<file path="src/rtl/stat_cal_pkg.sv">
package stat_cal_pkg;

   typedef enum logic [1:0] {
      PST_STARVE    = 2'b00,
      PST_HUNGRY    = 2'b01,
      PST_SATISFIED = 2'b10,
      PST_FRAME     = 2'b11
   } port_stat_e;

   // one step of the diagonal parity: rotate, then fold in the entry
   function automatic logic [1:0] dip_step(input logic [1:0] acc, input logic [1:0] ent);
      return {acc[0], acc[1]} ^ ent;
   endfunction

endpackage

</file>
<file path="src/rtl/sts_frame_track.sv">
module sts_frame_track
   import stat_cal_pkg::*;
#(
   parameter int NUM_PORTS = 10,
   localparam int PH_W  = $clog2(NUM_PORTS + 2),
   localparam int IDX_W = (NUM_PORTS > 1) ? $clog2(NUM_PORTS) : 1
) (
   input  logic             clk,
   input  logic             rst_n,
   input  logic [1:0]       stat_in,
   output logic             at_frm,
   output logic             at_port,
   output logic             at_dip,
   output logic [IDX_W-1:0] port_idx,
   output logic             dip_match,
   output logic             all_frame,
   output logic             slip
);
   localparam logic [PH_W-1:0] PH_DIP = PH_W'(NUM_PORTS + 1);

   logic            aligned;
   logic [PH_W-1:0] phase;
   logic [1:0]      acc;
   logic            frm_all;

   assign at_frm    = aligned && (phase == '0);
   assign at_dip    = aligned && (phase == PH_DIP);
   assign at_port   = aligned && !at_frm && !at_dip;
   assign port_idx  = IDX_W'(phase - PH_W'(1));
   assign dip_match = at_dip && (stat_in == acc);
   assign all_frame = at_dip && frm_all && (stat_in == PST_FRAME);
   assign slip      = at_frm && (stat_in != PST_FRAME);

   always_ff @(posedge clk or negedge rst_n) begin
      if (!rst_n) begin
         aligned <= 1'b0;
         phase   <= '0;
         acc     <= 2'b11;
         frm_all <= 1'b1;
      end else if (!aligned || at_frm) begin
         if (stat_in == PST_FRAME) begin
            aligned <= 1'b1;
            phase   <= PH_W'(1);
            acc     <= 2'b11;
            frm_all <= 1'b1;
         end else begin
            aligned <= 1'b0;
            phase   <= '0;
         end
      end else if (at_port) begin
         acc     <= dip_step(acc, stat_in);
         frm_all <= frm_all && (stat_in == PST_FRAME);
         phase   <= phase + PH_W'(1);
      end else begin
         phase <= '0;
      end
   end
endmodule

</file>
<file path="src/rtl/sts_sync_ctl.sv">
module sts_sync_ctl #(
   parameter int CNT_W = 4
) (
   input  logic             clk,
   input  logic             rst_n,
   input  logic             at_dip,
   input  logic             dip_match,
   input  logic             all_frame,
   input  logic             slip,
   input  logic [CNT_W-1:0] cfg_dip2_thr,
   input  logic [CNT_W-1:0] cfg_los_thr,
   output logic             synced,
   output logic             cap_en
);
   logic [CNT_W-1:0] good_cnt;
   logic [CNT_W-1:0] los_cnt;
   logic [CNT_W:0]   good_inc;
   logic [CNT_W:0]   los_inc;
   logic             good_cyc;
   logic             good_hit;
   logic             los_hit;

   assign good_cyc = dip_match && !all_frame;
   assign cap_en   = at_dip && good_cyc;
   assign good_inc = {1'b0, good_cnt} + (CNT_W+1)'(1);
   assign los_inc  = {1'b0, los_cnt} + (CNT_W+1)'(1);
   assign good_hit = good_inc >= {1'b0, cfg_dip2_thr};
   assign los_hit  = los_inc >= {1'b0, cfg_los_thr};

   always_ff @(posedge clk or negedge rst_n) begin
      if (!rst_n) begin
         good_cnt <= '0;
         los_cnt  <= '0;
         synced   <= 1'b0;
      end else if (slip) begin
         good_cnt <= '0;
      end else if (at_dip) begin
         if (good_cyc) begin
            good_cnt <= good_inc[CNT_W] ? good_cnt : good_inc[CNT_W-1:0];
            if (good_hit) synced <= 1'b1;
         end else begin
            good_cnt <= '0;
         end
         if (all_frame) begin
            if (synced && los_hit) begin
               synced  <= 1'b0;
               los_cnt <= '0;
            end else begin
               los_cnt <= los_inc[CNT_W] ? los_cnt : los_inc[CNT_W-1:0];
            end
         end else begin
            los_cnt <= '0;
         end
      end
   end
endmodule

</file>
<file path="src/rtl/sts_port_store.sv">
module sts_port_store
   import stat_cal_pkg::*;
#(
   parameter int NUM_PORTS = 10,
   parameter int IDX_W     = 4
) (
   input  logic                   clk,
   input  logic                   rst_n,
   input  logic [1:0]             stat_in,
   input  logic                   at_port,
   input  logic [IDX_W-1:0]       port_idx,
   input  logic                   cap_en,
   input  logic                   synced,
   output logic [2*NUM_PORTS-1:0] port_status
);
   for (genvar i = 0; i < NUM_PORTS; i++) begin : g_port
      logic [1:0] shadow;
      logic [1:0] held;

      always_ff @(posedge clk or negedge rst_n) begin
         if (!rst_n) begin
            shadow <= PST_SATISFIED;
            held   <= PST_SATISFIED;
         end else begin
            if (at_port && (port_idx == IDX_W'(i))) shadow <= stat_in;
            if (cap_en) held <= shadow;
         end
      end

      assign port_status[2*i +: 2] = synced ? held : PST_SATISFIED;
   end
endmodule

</file>
<file path="src/rtl/stat_cal_monitor.sv">
module stat_cal_monitor #(
   parameter int NUM_PORTS = 10,
   parameter int CNT_W     = 4
) (
   input  logic                   clk,
   input  logic                   rst_n,
   input  logic [1:0]             stat_in,
   input  logic [CNT_W-1:0]       cfg_dip2_thr,
   input  logic [CNT_W-1:0]       cfg_los_thr,
   output logic                   send_training,
   output logic [2*NUM_PORTS-1:0] port_status
);
   localparam int IDX_W = (NUM_PORTS > 1) ? $clog2(NUM_PORTS) : 1;

   if (NUM_PORTS < 1 || NUM_PORTS > 256) begin : g_bad_ports
      $error("stat_cal_monitor: NUM_PORTS out of range");
   end
   if (CNT_W < 1 || CNT_W > 16) begin : g_bad_cnt
      $error("stat_cal_monitor: CNT_W out of range");
   end

   logic             at_frm;
   logic             at_port;
   logic             at_dip;
   logic [IDX_W-1:0] port_idx;
   logic             dip_match;
   logic             all_frame;
   logic             slip;
   logic             synced;
   logic             cap_en;

   sts_frame_track #(.NUM_PORTS(NUM_PORTS)) u_frm (
      .clk(clk), .rst_n(rst_n), .stat_in(stat_in),
      .at_frm(at_frm), .at_port(at_port), .at_dip(at_dip),
      .port_idx(port_idx), .dip_match(dip_match),
      .all_frame(all_frame), .slip(slip)
   );

   sts_sync_ctl #(.CNT_W(CNT_W)) u_sync (
      .clk(clk), .rst_n(rst_n), .at_dip(at_dip),
      .dip_match(dip_match), .all_frame(all_frame), .slip(slip),
      .cfg_dip2_thr(cfg_dip2_thr), .cfg_los_thr(cfg_los_thr),
      .synced(synced), .cap_en(cap_en)
   );

   sts_port_store #(.NUM_PORTS(NUM_PORTS), .IDX_W(IDX_W)) u_store (
      .clk(clk), .rst_n(rst_n), .stat_in(stat_in),
      .at_port(at_port), .port_idx(port_idx), .cap_en(cap_en),
      .synced(synced), .port_status(port_status)
   );

   assign send_training = !synced;
endmodule

</file>
<file path="config.mk">
export PLATFORM = sky130hd
export DESIGN_NAME = stat_cal_monitor
export DESIGN_NICKNAME = d
export VERILOG_FILES = /design/src/rtl/stat_cal_pkg.sv /design/src/rtl/sts_frame_track.sv /design/src/rtl/sts_sync_ctl.sv /design/src/rtl/sts_port_store.sv /design/src/rtl/stat_cal_monitor.sv
export SDC_FILE = /design/constraint.sdc
export NUM_CORES = 1
export LEC_CHECK = 0
export ABC_CLOCK_PERIOD_IN_PS = 2600
export CORE_UTILIZATION = 35
export CTS_CLUSTER_DIAMETER = 100
export DETAILED_ROUTE_END_ITERATION = 8
export PLACE_DENSITY = 0.63
export RECOVER_POWER = 50
export SKIP_LAST_GASP = 1
export SYNTH_ARGS = -nofsm -noshare
export SYNTH_HDL_FRONTEND = slang
export SYNTH_SLANG_ARGS = --single-unit
</file>
<file path="constraint.sdc">
create_clock -name clk -period 2.6 [get_ports clk]
set_input_delay 0.78 -clock clk [delete_from_list [all_inputs] [get_ports clk]]
set_output_delay 0.78 -clock clk [all_outputs]
set_load 0.05 [all_outputs]
</file>
Word-level counts from Yosys, hierarchy flattened
Index checks and enable logic that the tools add are counted.
{"block": "op_classes", "eq_ne": 16, "n_addsub": 4, "bitwise_logic": 2, "reduce_logical": 36, "n_mux": 31, "magnitude_cmp": 2}
{"cell": "4-bit 2-to-1 mux", "count": 9}
{"cell": "2-bit 2-to-1 mux", "count": 13}
{"cell": "1-bit logical AND", "count": 22}
{"cell": "4-bit by 3-bit equality test with 1-bit output (second input constant)", "count": 4}
{"cell": "4-bit equality test (second input constant)", "count": 3}
{"cell": "4-bit by 1-bit adder with 5-bit output (second input constant)", "count": 2}
{"cell": "5-bit by 4-bit >= comparator with 1-bit output", "count": 2}
{"cell": "1-bit 2-to-1 mux", "count": 9}
{"cell": "4-bit by 2-bit equality test with 1-bit output (second input constant)", "count": 2}
{"cell": "4-bit zero test", "count": 2}
{"cell": "3-bit != test (second input constant)", "count": 2}
{"cell": "2-bit AND reduction", "count": 3}
{"cell": "1-bit zero test", "count": 5}
{"cell": "4-bit by 1-bit adder with 4-bit output (second input constant)", "count": 1}
{"cell": "4-bit by 1-bit equality test with 1-bit output (second input constant)", "count": 1}
{"cell": "2-bit nonzero test", "count": 2}
{"cell": "4-bit by 1-bit subtractor with 4-bit output (second input constant)", "count": 1}
{"cell": "3-bit AND reduction", "count": 1}
{"cell": "2-bit equality test", "count": 1}
{"cell": "2-bit equality test (second input constant)", "count": 1}
{"cell": "2-bit by 1-bit != test with 1-bit output (second input constant)", "count": 1}
{"cell": "2-bit != test (second input constant)", "count": 1}
{"cell": "2-bit XOR", "count": 1}
{"cell": "1-bit logical OR", "count": 1}
{"cell": "1-bit inverter", "count": 1}
{"block": "totals", "input_bits": 12, "out_inout_bits": 21, "ff_bits": 57}

Depth between registers and ports, before layout
Gate-level depths: netlist of run 1.
{"block": "logic_depth", "ltp_word": 9, "mapped_depth": 8, "mapped_depth_nobuf": 8}

Modules after synthesis
A second synthesis of run 1 with hierarchy kept.
{"block": "unflattened", "cells_unflattened": 262, "area_unflattened_um2": 3009.1}
{"module": "sts_port_store", "area_each_um2": 1735.4, "cells_per_inst": 122, "n_inst": 1, "seq_area_each_um2": 1026.0}
{"module": "sts_sync_ctl", "area_each_um2": 754.5, "cells_per_inst": 86, "n_inst": 1, "seq_area_each_um2": 225.2}
{"module": "sts_frame_track", "area_each_um2": 515.5, "cells_per_inst": 53, "n_inst": 1, "seq_area_each_um2": 203.9}
{"module": "stat_cal_monitor", "area_each_um2": 3.8, "cells_per_inst": 1, "n_inst": 1, "seq_area_each_um2": 0.0}

Worst setup path after synthesis of run 1
OpenSTA, ideal clock, no wires.
{"block": "synth_timing", "path_type": "input to register", "startpoint": "input port cfg_los_thr[0]", "endpoint": "register u_sync.los_cnt[0]", "stages": 6, "arrival_time_ns": 2.045, "slack_ns": 0.479, "cell_sequence": "ha_1 > nand2b_1 > a2111oi_1 > a21oi_1 > a211o_1 > o21ai_1"}
{"block": "synth_via", "elab_chain_len": 4, "word_cells_on_any_way": 6}
{"item": "from (decl)", "line": "stat_cal_monitor.sv:9", "text": "input logic [CNT_W-1:0] cfg_los_thr,"}
{"item": "5-bit by 4-bit >= comparator with 1-bit output *", "line": "sts_sync_ctl.sv:28", "text": "assign los_hit = los_inc >= {1'b0, cfg_los_thr};"}
{"item": "1-bit logical AND *", "line": "sts_sync_ctl.sv:45", "text": "if (synced && los_hit) begin"}
{"item": "3-bit != test (no source line) or 4-bit 2-to-1 mux (tied branches)"}
{"item": "3-bit AND reduction (no source line) or 4-bit 2-to-1 mux (tied branches)"}
{"item": "to (signal assigned)", "line": "sts_sync_ctl.sv:49", "text": "los_cnt <= los_inc[CNT_W] ? los_cnt : los_inc[CNT_W-1:0];"}
{"item": "to (decl)", "line": "sts_sync_ctl.sv:16", "text": "logic [CNT_W-1:0] los_cnt;"}
Every way passes the cells marked *; elsewhere a longest branch is shown, timed or not.
A chain may end at the register's enable or synchronous reset.

Worst setup path in the final report of run 1
{"block": "layout_timing", "startpoint": "input port cfg_los_thr[0]", "endpoint": "register u_sync.los_cnt[3]"}
Same word-level chain as after synthesis.

==> flow_summary.ini, run 1 <==
[setup_path]
crit_path_max_fanout = 3
cp_num_buf_inv = 1
cp.arrival_ns = 2.57
cpPeakStageDelay_ns = 0.40
cp-end-kind = register
start_kind = primary input
cp_top_family = compound AO/OA/AOI/OAI gates
critPathRequiredTime_ns = 2.87
worstReg2RegEnd = u_store.g_port[6].shadow[0]$_DFFE_PN0P_
path_cells = clkdlybuf4s50_1 > ha_1 > nand2b_1 > a2111oi_1 > a21oi_1 > a211o_1 > o21ai_1
timing.rr.start = u_frm.phase[0]$_DFF_PN0_
rrSetupSlack_ns = 0.30
r2r_cells = 7
cpMaxStageDelayCell = clkdlybuf4s50_1
critPathKind = in2reg

[clock_network]
numCtsBuffers = 9
insertion_delay_ns = 0.34
cts_hold_buf = 0
cts_root_buffer = clkbuf_8
cts_setup_buffers = 0
clk_pin_slew_ns = 0.07
cts_htree_levels = 3
clockBufferDepth = 2
cts_tree = yes
cts_resized = 0
clock_sinks = 57

[sta]
clock_skew_ns = 0.00560
drv_slew = 0
fin_crit_sh_pct = 88.6
hold_viol = 0
max_freq_mhz = 434
finalSetupViolCount = 0
fin_ws_ns = 0.297
relSlewSlack_pct = 8.07
rsz0062_at_grt = no
tightest_slew_ns = 1.38
finalCriticalPeriod_ns = 2.30
whs_ns = 0.452

[worst_hold_path]
hold_path_end = u_store.g_port[4].held[1]$_DFFE_PN1P_
min_from = u_store.g_port[4].shadow[1]$_DFFE_PN1P_
hold_path_depth = 2
hp-class = reg2reg

[grt]
grt_usage_pct = 13.9
overflow = 0
grt_pass1_wl_microns = 9380
grt_pass1_vias = 2035
grt_max_degree = 58
antenna_found_initial = 0

[synthesis]
synthMostInstantiatedCell = nand2_1
synth-seq-area-share_pct = 48.7
synthFlopType = dfrtp_1
syn_inst = 300
yosysWarnings = 0
synth_nets = 328
yosys.area.top_type_share_pct = 28.5
yosysUniqueCellTypes = 42
yosysTopAreaCell = dfrtp_1
async_flop_share_pct = 100
synth_area_leaders = dfrtp_1 28%, dfstp_2 20%, nand2_1 8.9%, mux2_2 7.9%, ha_1 6.7%
synthTopCellsByCount = 71 x nand2_1, 34 x dfrtp_1, 23 x dfstp_2
avgSynthCellArea_sq_um = 9.95
synth_edf_count = 0
ys_ff_latch = 57
syn_area_sq_um = 2990

[finish]
syn2layout_area_growth_pct = 24.5
finalNetCount = 368
drive_above_1_share_pct = 28.4
diodes = 0

[run_status]
status = completed

[route]
wl_per_cell_microns = 12.4
dr.pass1.iters = 4
viasPerCell = 4.73
vias = 2130
drtAntennaViolNets = 0
dr.first_iter.drc_count = 58
routed_wl_microns = 5580
drc = 0

[die]
core-area_sq_um = 8220
io_pins = 33
dieArea_sq_um = 8900
rows = 33
die_x_microns = 94.4
start_util_pct = 36.3
die_y_microns = 94.4

[power_and_ir_drop]
power_w = 0.00222
p_leak_nw = 1.72
clkPwrFrac_pct = 42.6
power_density_nw_per_um2 = 598
seqPwrFrac_pct = 47.0
vdd_ir_drop_max_uv = 232
pwr-share-comb_pct = 10.5
p_int_w = 0.00170
power.switching_w = 0.000526
p_sw_share_pct = 23.7

[place]
gp_congestion = 0.748
port_buffers = 32
hpwlAfterDp_microns = 3880
post-place-ws_ns = -0.0491

[flow_run]
drv_cap = 0
[flip-flops by register name, summed over array words and instances (netlist names)]
| signal | flops |
|---|---|
| u_frm.acc | 2 |
| u_store.g_port.shadow | 20 |
| u_frm.phase | 4 |
| u_sync.good_cnt | 4 |
| u_sync.synced | 1 |
| u_frm.aligned | 1 |
| u_sync.los_cnt | 4 |
| u_store.g_port.held | 20 |
| u_frm.frm_all | 1 |
[power groups by stage]
stage | logic [W] | registers [W] | clock network (W)
after CTS | 0.000241 | 0.00104 | 0.000974
after floorplan | 0.000170 | 0.00104 | 0
after global placement | 0.000234 | 0.00106 | 0
after detailed placement | 0.000239 | 0.00106 | 0
final | 0.000232 | 0.00104 | 0.000946
after global routing | 0.000258 | 0.00105 | 0.00100
[layout make-up]
cell class                 count  area, sq um
timing repair buffer          39          432
tap                          105          131
sequential                    57         1460
clock buffer                  11          151
multi-input combinational    219         1420
fill                         784         4500
inverter                      14         52.6
clock inverter                 5         77.6
[worst register-to-register path: stages, from the launching register on]
cell and delay [ns]:
dfrtp_1 0.45, inv_1 0.13, ha_1 0.31, mux2i_1 0.19, o21a_1 0.35, nand2_1 0.14
nor2_1 0.25, mux2_2 0.37
[cells in the final DEF (no fill, tap or decap), drive strengths merged, types with 11 or more instances in the layout]
master,count
inv,14
ha,16
and2,11
dfrtp,34
o21ai,13
nor2,15
clkbuf,14
buf,26
dfstp,23
mux2,21
nand2,73
nand2b,14
[worst max path at each step]
stage / from / endpoint / cells past startpoint
floorplan: cfg_los_thr[0] / u_sync.los_cnt[0]$_DFFE_PN0P_ / 6
global placement: cfg_los_thr[0] / u_sync.los_cnt[0]$_DFFE_PN0P_ / 7
detailed placement: cfg_los_thr[0] / u_sync.los_cnt[1]$_DFFE_PN0P_ / 7
CTS: cfg_los_thr[0] / u_sync.los_cnt[3]$_DFFE_PN0P_ / 7
global route: u_frm.phase[0]$_DFF_PN0_ / u_store.g_port[6].shadow[0]$_DFFE_PN0P_ / 7
finish: cfg_los_thr[0] / u_sync.los_cnt[3]$_DFFE_PN0P_ / 7
[per-layer routing]
layer	vias up	share of wire (%)	routed length, microns	track usage (%)
li1	1068	-	-	-
met2	45	45	2520	20.6
met5	-	0	0	0
met4	0	1.5	85	7.69
met1	1009	49	2750	18.3
met3	8	3.8	212	3.62
[cell families (layout without fill, tap and decap cells)]
group	count (synthesis)	after routing	synth area share, %
buffers and inverters	24	69	3.56
adder cells (fa/ha/maj)	16	16	6.71
AO/OA/AOI/OAI	37	37	8.26
AND/OR/NAND/NOR	134	134	21.5
XOR/XNOR	10	10	2.93
flip-flops	57	57	48.7
multiplexers	22	22	8.26
[per-stage QoR]
stage / utilization (%) / setup TNS, ns / cells / area (sq um)
after global routing: 45.2 / 0 / 450 / 3720
after global placement: 42.6 / -0.0265 / 434 / 3500
final: 45.2 / 0 / 450 / 3720
after floorplan: - / 0 / 300 / 2990
after detailed placement: 42.6 / -0.158 / 434 / 3500
after CTS: 45.4 / 0 / 450 / 3730
Note: power is estimated with default switching activity, not from simulation.
==> inputs of run 2 (changes only) <==
--- a/config.mk
+++ b/config.mk
@@ -9,6 +9,7 @@
 export CORE_UTILIZATION = 35
 export CTS_CLUSTER_DIAMETER = 100
 export DETAILED_ROUTE_END_ITERATION = 8
+export HOLD_SLACK_MARGIN = 0.03
 export PLACE_DENSITY = 0.63
 export RECOVER_POWER = 50
 export SKIP_LAST_GASP = 1
==> results of run 2 <==
Final layout, timing and power as in run 1 (identical DEF).
==> inputs of run 3 (changes only) <==
--- a/config.mk
+++ b/config.mk
@@ -6,13 +6,14 @@
 export NUM_CORES = 1
 export LEC_CHECK = 0
 export ABC_CLOCK_PERIOD_IN_PS = 2600
-export CORE_UTILIZATION = 35
+export CORE_UTILIZATION = 30
 export CTS_CLUSTER_DIAMETER = 100
 export DETAILED_ROUTE_END_ITERATION = 8
 export HOLD_SLACK_MARGIN = 0.03
-export PLACE_DENSITY = 0.63
+export PLACE_DENSITY = 0.57
 export RECOVER_POWER = 50
 export SKIP_LAST_GASP = 1
 export SYNTH_ARGS = -nofsm -noshare
 export SYNTH_HDL_FRONTEND = slang
+export SYNTH_HIERARCHICAL = 1
 export SYNTH_SLANG_ARGS = --single-unit
==> flow_summary.ini, run 3 <==
[run_status]
status = completed

[setup_path]
worstReg2RegEnd = u_store/g_port[6].shadow[0]$_DFFE_PN0P_
cpPeakStageDelay_ns = 0.43
cp_top_family = simple AND/OR/NAND/NOR gates
path_cells = clkdlybuf4s50_1 > xor2_1 > nor3_1 > nor2b_1 > and2_1 > buf_12 > mux2_2
cp.arrival_ns = 2.55
critPathKind = in2reg
cpMaxStageDelayCell = clkdlybuf4s50_1
critPathRequiredTime_ns = 2.82
cp_num_buf_inv = 2
start_kind = primary input
r2r_cells = 9
cp-end-kind = register
timing.rr.start = u_frm/phase[0]$_DFF_PN0_
rrSetupSlack_ns = 0.34
crit_path_max_fanout = 20

[clock_network]
cts_setup_buffers = 0
clk_pin_slew_ns = 0.07
cts_root_buffer = clkbuf_8
insertion_delay_ns = 0.33
cts_resized = 0
cts_hold_buf = 0
cts_tree = yes
cts_htree_levels = 3
clockBufferDepth = 2
numCtsBuffers = 9
clock_sinks = 57

[sta]
rsz0062_at_grt = no
fin_crit_sh_pct = 89.6
finalSetupViolCount = 0
max_freq_mhz = 429
finalCriticalPeriod_ns = 2.33
whs_ns = 0.454
tightest_slew_ns = 1.09
clock_skew_ns = 0.00763
relSlewSlack_pct = 27.3
drv_slew = 0
hold_viol = 0

[power_and_ir_drop]
p_leak_nw = 1.66
power_density_nw_per_um2 = 780
power_w = 0.00298
vdd_ir_drop_max_uv = 273

[flow_run]
drv_cap = 0

[grt]
grt_pass1_wl_microns = 10000
overflow = 0
grt_max_degree = 46
grt_usage_pct = 12.5
grt_pass1_vias = 2113
antenna_found_initial = 0

[synthesis]
yosysWarnings = 6
syn_area_sq_um = 3010
synth_nets = 285
syn_inst = 261
avgSynthCellArea_sq_um = 11.5

[route]
dr.first_iter.drc_count = 48
drtAntennaViolNets = 0
vias = 2036
drc = 0
viasPerCell = 4.55
dr.pass1.iters = 4
routed_wl_microns = 5650
wl_per_cell_microns = 12.6

[finish]
fillers = 976
final_common_cell = mux2_2
largestRegisters = u_store/g_port.held x20, u_store/g_port.shadow x20
final_cell_mix = 38 x mux2_2, 34 x dfrtp_1, 23 x dfstp_2
finalNetCount = 333
multiInputGateArea_sq_um = 1440
seqCellArea_sq_um = 1460
syn2layout_area_growth_pct = 27.3
drive_above_1_share_pct = 38.9
final_util_pct = 39.3
diodes = 0

[die]
dieArea_sq_um = 10400
core-area_sq_um = 9730
die_x_microns = 102
die_y_microns = 102
rows = 36
io_pins = 33
start_util_pct = 30.9

[place]
port_buffers = 32
hpwlAfterDp_microns = 4140
gp_congestion = 0.805

[worst_hold_path]
hp-class = in2async
run 3: worst reg2reg max path: stages, from the launching register on:
cell and delay [ns]:
dfrtp_1 0.41, inv_1 0.13, ha_1 0.26, mux2i_1 0.23, o21ai_2 0.13, inv_2 0.13, nand3b_1 0.15, nor3b_1 0.22
buf_4 0.16, mux2_2 0.32
run 3: per-layer routing:
layer | global-route usage [%] | wire (microns) | up-vias
li1 | - | - | 1006
met5 | 0 | 0 | -
met2 | 20.1 | 2670 | 20
met4 | 6.26 | 69 | 0
met3 | 2.46 | 151 | 6
met1 | 16.0 | 2770 | 1004
run 3: worst max path at each step:
| stage | from | end | slack, ns | cells after the start |
|---|---|---|---|---|
| 4_1_cts | stat_in[0] | u_store/g_port[8].held[0]$_DFFE_PN0P_ | 0.24 | 7 |
| 6_report | stat_in[0] | u_store/g_port[5].held[0]$_DFFE_PN0P_ | 0.27 | 7 |
| 2_1_floorplan | stat_in[0] | u_store/g_port[0].held[0]$_DFFE_PN0P_ | 0.44 | 6 |
| 3_3_place_gp | stat_in[0] | u_store/g_port[4].held[0]$_DFFE_PN0P_ | -0.1 | 7 |
| 5_1_grt | u_frm/phase[0]$_DFF_PN0_ | u_store/g_port[6].shadow[0]$_DFFE_PN0P_ | 0.13 | 9 |
| 3_5_place_dp | stat_in[0] | u_store/g_port[5].held[0]$_DFFE_PN0P_ | -0.12 | 7 |
run 3: through the flow:
step                instance area [sq um]  cells  setup WS [ns]  TNS (ns)
global placement                     3640    431        -0.0983     -1.53
CTS                                  3860    447          0.239         0
global route                         3820    447          0.127         0
floorplan                            3010    261          0.444         0
finish                               3820    447          0.269         0
detailed placement                   3640    431         -0.115     -1.79
run 3: report_power, final:
group          internal, W  switching [W]
Combinational     0.000359       0.000561
Sequential         0.00109      0.0000788
Clock             0.000538       0.000353
Total              0.00199       0.000993
run 3: area by class of cell:
cell class                      count  area share, %
Tap cell                          133           4.35
Timing Repair Buffer               46           12.9
Sequential cell                    57           38.0
Clock inverter                      7           2.49
Inverter                           15           1.47
Clock buffer                        9           3.24
Multi-Input combinational cell    180           37.6
